<file path="src/rtl/sw_boot_seq.sv">
module sw_boot_seq #(
  parameter int CLK_PER_MS = 100000,
  parameter int HI_PRE_MS  = 20,
  parameter int LO_MS      = 100,
  parameter int HI_POST_MS = 30,
  parameter int ADDR_W     = 8,
  parameter int DATA_W     = 16
) (
  input  logic              clk,
  input  logic              rst_n,
  input  logic              start,
  input  logic              wr_done,
  output logic              rst_pin,
  output logic              rst_pin_oe,
  output logic              sck,
  output logic              sck_oe,
  output logic              sdo,
  output logic              sdo_oe,
  output logic              csel,
  output logic              csel_oe,
  output logic              wr_req,
  output logic [ADDR_W-1:0] wr_addr,
  output logic [DATA_W-1:0] wr_data,
  output logic              done
);
  localparam int MAX_MS = (LO_MS > HI_PRE_MS) ? ((LO_MS > HI_POST_MS) ? LO_MS : HI_POST_MS)
                                              : ((HI_PRE_MS > HI_POST_MS) ? HI_PRE_MS : HI_POST_MS);
  localparam int CW = $clog2(CLK_PER_MS + 1);
  localparam int MW = $clog2(MAX_MS + 1);
  localparam int NWR = 7;
  localparam int IW = $clog2(NWR);
  localparam logic [CW-1:0] TICK_LAST = CW'(CLK_PER_MS - 1);
  localparam logic [IW-1:0] IDX_LAST  = IW'(NWR - 1);

  typedef enum logic [2:0] {S_IDLE, S_PRE, S_LOW, S_POST, S_WR, S_DONE} st_t;

  st_t            st;
  logic [CW-1:0]  tick;
  logic [MW-1:0]  ms;
  logic [MW-1:0]  ms_last;
  logic [IW-1:0]  idx;
  logic           strap;
  logic           timed;

  assign strap      = (st == S_LOW) || (st == S_POST);
  assign timed      = (st == S_PRE) || strap;
  assign rst_pin_oe = (st != S_IDLE);
  assign rst_pin    = (st != S_LOW);
  assign sck_oe     = strap;
  assign sck        = strap;
  assign sdo_oe     = strap;
  assign sdo        = 1'b0;
  assign csel_oe    = strap;
  assign csel       = 1'b0;
  assign done       = (st == S_DONE);

  always_comb begin
    case (st)
      S_PRE:   ms_last = MW'(HI_PRE_MS - 1);
      S_LOW:   ms_last = MW'(LO_MS - 1);
      default: ms_last = MW'(HI_POST_MS - 1);
    endcase
  end

  always_comb begin
    case (idx)
      3'd0:    wr_addr = ADDR_W'(8'h01);
      3'd1:    wr_addr = ADDR_W'(8'h03);
      3'd2:    wr_addr = ADDR_W'(8'h05);
      3'd3:    wr_addr = ADDR_W'(8'h07);
      3'd4:    wr_addr = ADDR_W'(8'h08);
      3'd5:    wr_addr = ADDR_W'(8'h09);
      default: wr_addr = ADDR_W'(8'h11);
    endcase
    if (idx == IDX_LAST)   wr_data = DATA_W'(16'hFF30);
    else if (idx == 3'd5)  wr_data = DATA_W'(16'h801F);
    else                   wr_data = DATA_W'(16'h800F);
  end

  always_ff @(posedge clk) begin
    if (!rst_n) begin
      st     <= S_IDLE;
      tick   <= '0;
      ms     <= '0;
      idx    <= '0;
      wr_req <= 1'b0;
    end else if (timed) begin
      if (tick == TICK_LAST) begin
        tick <= '0;
        if (ms == ms_last) begin
          ms <= '0;
          st <= (st == S_PRE) ? S_LOW : (st == S_LOW) ? S_POST : S_WR;
        end else begin
          ms <= ms + 1'b1;
        end
      end else begin
        tick <= tick + 1'b1;
      end
    end else if (st == S_WR) begin
      if (!wr_req) begin
        wr_req <= 1'b1;
      end else if (wr_done) begin
        wr_req <= 1'b0;
        if (idx == IDX_LAST) st <= S_DONE;
        else                 idx <= idx + 1'b1;
      end
    end else if (start) begin
      st   <= S_PRE;
      tick <= '0;
      ms   <= '0;
      idx  <= '0;
    end
  end

  a_r9_hold_req: assert property (@(posedge clk) disable iff (!rst_n)
    (wr_req && !wr_done) |=> (wr_req && $stable(wr_addr) && $stable(wr_data)));
  a_r9_drop_on_ack: assert property (@(posedge clk) disable iff (!rst_n)
    $fell(wr_req) |-> $past(wr_done));
  a_r10_done_quiet: assert property (@(posedge clk) disable iff (!rst_n)
    done |-> !wr_req);
  a_r5_straps_at_release: assert property (@(posedge clk) disable iff (!rst_n)
    ($rose(rst_pin) && rst_pin_oe) |-> (sck_oe && sck && sdo_oe && !sdo && csel_oe));
  a_r3_no_write_in_reset: assert property (@(posedge clk) disable iff (!rst_n)
    (rst_pin_oe && !rst_pin) |-> !wr_req);
  a_r11_ignore_start: assert property (@(posedge clk) disable iff (!rst_n)
    (st == S_LOW && start) |=> (st == S_LOW || st == S_POST));
endmodule

</file>
<file path="config.mk">
export PLATFORM = sky130hd
export DESIGN_NAME = sw_boot_seq
export DESIGN_NICKNAME = d
export VERILOG_FILES = /design/src/rtl/sw_boot_seq.sv
export SDC_FILE = /design/constraint.sdc
export NUM_CORES = 1
export LEC_CHECK = 0
export BUFFER_PORTS_ARGS = -buffer_cell sky130_fd_sc_hd__buf_2
export CORE_MARGIN = 2
export CORE_UTILIZATION = 40
export DETAILED_ROUTE_END_ITERATION = 7
export RECOVER_POWER = 25
export SYNTH_ARGS = -nofsm -noshare
export SYNTH_HDL_FRONTEND = slang
export SYNTH_SLANG_ARGS = --single-unit
</file>
<file path="constraint.sdc">
create_clock -name clk -period 4.3 [get_ports clk]
set_input_delay 0.215 -clock clk [delete_from_list [all_inputs] [get_ports clk]]
set_output_delay 0.215 -clock clk [all_outputs]
set_load 0.005 [all_outputs]
</file>
# Word-level counts from Yosys, hierarchy flattened

Cells that the tools add are included.

Register bits after elaboration: 31
Output and inout port bits: 34
Bits of input ports: 4

Reduce and logical (&&, ||, !) cells: 12
Add/sub/neg operators: 3
Mux-type cells: 30
Bitwise gates (word level): 1
Equal/unequal tests: 23

Operator list:

| cell                  | number |
|---|---|
| $mux 17               | 4 |
| $mux 3                | 15 |
| $mux 7                | 5 |
| $pmux 5 s6            | 1 |
| $add 17x1->17 const B | 1 |
| $eq 17x17->1 const B  | 1 |
| $eq 3x3->1 const B    | 5 |
| $mux 15               | 1 |
| $pmux 7 s2            | 1 |
| $eq 3x2->1 const B    | 4 |
| $ne 3x3->1 const B    | 3 |
| $ne 2x2->1 const B    | 4 |
| $add 7x1->7 const B   | 1 |
| $eq 7x7->1            | 1 |
| $eq 3x1->1 const B    | 2 |
| $reduce_and 6->1      | 1 |
| $reduce_bool 3->1     | 2 |
| $mux 5                | 1 |
| $reduce_and 5->1      | 1 |
| $ne 2x1->1 const B    | 2 |
| $reduce_and 2->1      | 2 |
| $reduce_bool 2->1     | 2 |
| $add 3x1->3 const B   | 1 |
| $logic_not 3->1       | 1 |
| 5 further kinds       | 7 |

# Depth between registers and ports, before layout

Depth in word-level cells: 6
Mapped depth: 8
Mapped depth without buffers: 7

# Worst setup path after synthesis

OpenSTA, ideal clock, no wires.

Path kind: register -> register
Start: register tick[0]
End: register tick[15]
Data required time: 4.180 ns
Period minus slack after synthesis: 1.851 ns
Setup slack: 2.449 ns
Buffers on the path: 0
Cell stages (with the launch flop): 7
Data arrival time: 1.731 ns
Cells stage by stage: dfxtp_1 > ha_1 > nand3_1 > or3b_2 > o21ai_1 > nor4_1 > a211o_1

Cells in the longest elaborated chain, start to end: 3
Elaborated cells between the ends (all ways): 4

Ends and longest elaborated chain:

| item                                          | RTL line | text |
|---|---|---|
| start, declared                               | 38       | `logic [CW-1:0] tick;` |
| start signal, assigned                        | 97       | `tick <= tick + 1'b1;` |
| $add 17x1->17 or $eq 17x17->1 (tied branches) | 97, 88   |  |
| $mux 17 (*)                                   | 88       | `if (tick == TICK_LAST) begin` |
| $mux 17 (*)                                   | 87       | `end else if (timed) begin` |

Every way passes the cells marked *; elsewhere a longest branch is shown, timed or not.
A chain may end at the register's enable or synchronous reset.

# Worst setup path after layout

Start: register st[0]
End: register ms[6]

Cells in the longest elaborated chain, start to end: 6
Elaborated cells between the ends (all ways): 15

Ends and longest elaborated chain:

| item                                     | RTL line   | text |
|---|---|---|
| start, declared                          | 37         | `st_t st;` |
| start signal, assigned                   | 92         | `st <= (st == S_PRE) ? S_LOW : (st == S_LOW) ? S_POST : S_WR;` |
| $eq 3x2->1 or $eq 3x1->1 (tied branches) | 45, 58, 46 |  |
| $pmux 7 s2                               | 58         | `case (st)` |
| $eq 7x7->1                               | 90         | `if (ms == ms_last) begin` |
| $mux 7                                   | 90         |  |
| $mux 7                                   | 88         |  |
| $mux 7                                   | 87         |  |
| end signal, assigned                     | 94         | `ms <= ms + 1'b1;` |
| end, declared                            | 39         | `logic [MW-1:0] ms;` |

Parallel ways exist; a longest one is shown, timed or not. The select of a mux whose other input is x is not followed.

==> results_dict.tcl <==
set metrics [dict create \
    path_class "register to register" \
    yosys_warnings 0 \
    yosysTopAreaCellShare_pct 29.0 \
    hpwl_um 3200 \
    via_count 1858 \
    drt-pass1-iter-count 4 \
    gp_congestion 0.811 \
    globalRoute.busiestLayer "met2" \
    final_core_util_pct 44.6 \
    post-cts-setup-buffers 0 \
    syn_inst 265 \
    final_net_count 287 \
    antennaDiodeCount 0 \
    core_region_area_sq_um 5140 \
    use_met3_pct 4.24 \
    ios 38 \
    drive_above_1_share_pct 17.3 \
    yosysSeqAreaShare_pct 29.0 \
    finalHoldViolCount 0 \
    worst_slew_pin_slew_ps 626 \
    r2r_cells 5 \
    power_frac_clock_pct 32.8 \
    fin_ws_ps 2030 \
    grt_pass1_vias 1633 \
    synth.most_common_cell "dfxtp_1" \
    avgViaCountPerCell 5.35 \
    async_flop_share_pct 0 \
    synthFlopType "dfxtp_1" \
    postRouteWirelength_um 4390 \
    fp.dieH_um 77.2 \
    syn2layout_area_growth_pct 7.13 \
    cts-root-buf "clkbuf_8" \
    synth.top_cells.by_count "dfxtp_1, nand2_1, buf_4, nor2_1, a21oi_1" \
    fin_crit_sh_pct 52.7 \
    avgSynthCellArea_sq_um 8.08 \
    grt_max_degree 32 \
    layout_min_cycle_time_ps 2270 \
    cts.reportedPaths.clkPinSlew_ps 70 \
    die_w_um 77.2 \
    endpoint "ms[6]$_SDFFE_PN0P_" \
    outcome "finished, final reports clean" \
    netlist_top_cells_area "dfxtp_1, buf_4, nand2_1" \
    io_buffers 29 \
    setup_viol 0 \
    numCtsBuffers 5 \
    synth_edf_count 0 \
    cts_resized 0 \
    drtAntennaViolNets 0 \
    seq_power_share_pct 41.3 \
    track_usage_pct 15.5 \
    cap_violations 0 \
    rsz0062_at_grt "no" \
    maxSlewHeadroom_pct 58.1 \
    p_per_area_nw_per_um2 336 \
    ys_ff_latch 31 \
    p_switching_uw 255 \
    startpoint "st[0]$_SDFFE_PN0P_" \
    gr-usage-met1_pct 20.2 \
    grt_overflow_total 0 \
    cp-start-kind "register" \
    end_kind "register" \
    cts_tree "yes" \
    drtIter0Drc 135 \
    postCtsHoldBufs 0 \
    worstSkewPairLatency_ps 290 \
    drc 0 \
    fmax_mhz 441 \
    grt_antenna_before_repair 0 \
    peakVddDrop_v 0.000171 \
    r2r_slack_ps 2030 \
    clk_path_buf_depth 2 \
    synth_top_area_cell "dfxtp_1" \
    start_util_pct 41.7 \
    grt_pass1_wl_um 7510 \
    min_path_type "input port to register" \
    r2r_end "ms[6]$_SDFFE_PN0P_" \
    placementRows 26 \
    avgRoutedWirePerCell_um 12.7 \
    fin_tns_setup_ps 0 \
    htreeDepth 2 \
    syn-cell-area_sq_um 2140 \
    clkSinkCount 31 \
    power_frac_comb_pct 25.9 \
    num-fill-cells 552 \
    p_int_uw 515 \
    p_sw_share_pct 33.1 \
    required_ps 4470 \
    die_area_sq_um 5950 \
    crit_fanout 15 \
    p_leak_uw 0.000904 \
    ys_types 61 \
    clock_skew_ps 7.73 \
    place_ws_ps 2180 \
    arrival_ps 2440 \
    timing.rr.start "st[0]$_SDFFE_PN0P_" \
    drv_slew 0 \
    grtUsageMet2_pct 24.1 \
]
==> cell type report <==
type	count	area [sq um]	share of cell area, %
inverters	8	30.0	1.31
clock buffers	8	100	4.36
well taps	70	87.6	3.82
multi-input cells	200	1310	57.0
flip-flops and latches	31	621	27.1
repair buffers	30	149	6.49
==> metrics by stage <==
stage / area, sq um / power [uW] / instances / hold slack (ps)
2_1_floorplan: 2160 / 481 / 271 / 439
3_3_place_gp: 2200 / 524 / 339 / 456
3_5_place_dp: 2200 / 523 / 339 / 466
4_1_cts: 2300 / 779 / 347 / 281
5_1_grt: 2290 / 819 / 347 / 338
6_report: 2290 / 770 / 347 / 288
==> power by group through the flow <==
| stage | Sequential, uW | Clock [uW] | Combinational, uW |
|---|---|---|---|
| 6_report | 318 | 253 | 199 |
| 5_1_grt | 321 | 275 | 223 |
| 3_3_place_gp | 324 | 0 | 200 |
| 4_1_cts | 319 | 260 | 199 |
| 2_1_floorplan | 314 | 0 | 167 |
| 3_5_place_dp | 325 | 0 | 198 |
==> critical path, cell delays in order (launching register included) <==
cell and delay (ps):
dfxtp_1 440, nor2_1 550, a21o_1 320, a2bb2oi_2 380, a21oi_2 130, a221o_1 330
==> cells in the final DEF (no fill, tap or decap), drive strengths merged, types with 2 or more instances in the layout <==
master / Yosys / layout
a31o: 2 / 2
and3: 7 / 7
or3: 3 / 3
and2: 9 / 9
nand2b: 5 / 5
nand3: 11 / 11
nand4: 2 / 2
inv: 8 / 8
nand2: 24 / 24
dfxtp: 31 / 31
conb: 2 / 8
or4b: 2 / 2
o2bb2ai: 3 / 3
ha: 7 / 7
o21a: 2 / 2
a21boi: 4 / 4
o21ai: 11 / 11
nand4b: 2 / 2
a31oi: 10 / 10
xnor2: 2 / 2
and3b: 2 / 2
nor3: 4 / 4
or3b: 2 / 2
or2: 3 / 3
nor2b: 4 / 4
nand3b: 3 / 3
a41oi: 3 / 3
nor3b: 5 / 5
a21oi: 15 / 15
buf: 27 / 22
a221o: 3 / 3
a211o: 2 / 2
a21o: 4 / 4
o211a: 2 / 2
clkbuf: 5 / 16
nor2: 16 / 16
and4: 4 / 4
==> cells by family after synthesis <==
family | after synthesis | share of synthesized area, %
AOI/OAI and AO/OA | 73 | 25.6
xor gates and xnor gates | 2 | 0.818
adders and majority gates | 7 | 4.09
buffers and inverters | 40 | 10.9
DFF | 31 | 29.0
other | 2 | 0.351
and+or+nand+nor | 110 | 29.2
==> state kept, by name (all words and copies together) (netlist names) <==
register  flops
st            3
tick         17
wr_req        1
idx           3
ms            7
==> worst min path at each step <==
stage / endpoint / from / slack, ps / cells past startpoint
2_1_floorplan: tick[16]$_SDFFE_PN0P_ / tick[16]$_SDFFE_PN0P_ / 440 / 1
3_3_place_gp: tick[16]$_SDFFE_PN0P_ / tick[16]$_SDFFE_PN0P_ / 460 / 1
3_5_place_dp: tick[16]$_SDFFE_PN0P_ / tick[16]$_SDFFE_PN0P_ / 470 / 1
4_1_cts: wr_req$_SDFFE_PN0P_ / wr_done / 280 / 3
5_1_grt: wr_req$_SDFFE_PN0P_ / wr_done / 340 / 3
6_report: wr_req$_SDFFE_PN0P_ / wr_done / 290 / 3
==> metal layers <==
layer	up-vias	part of all wire, %
li1	964	-
met1	844	51
met2	43	43
met3	7	4.5
met4	0	1.5
met5	-	0
No activity file was read; power rests on OpenSTA's default activity.
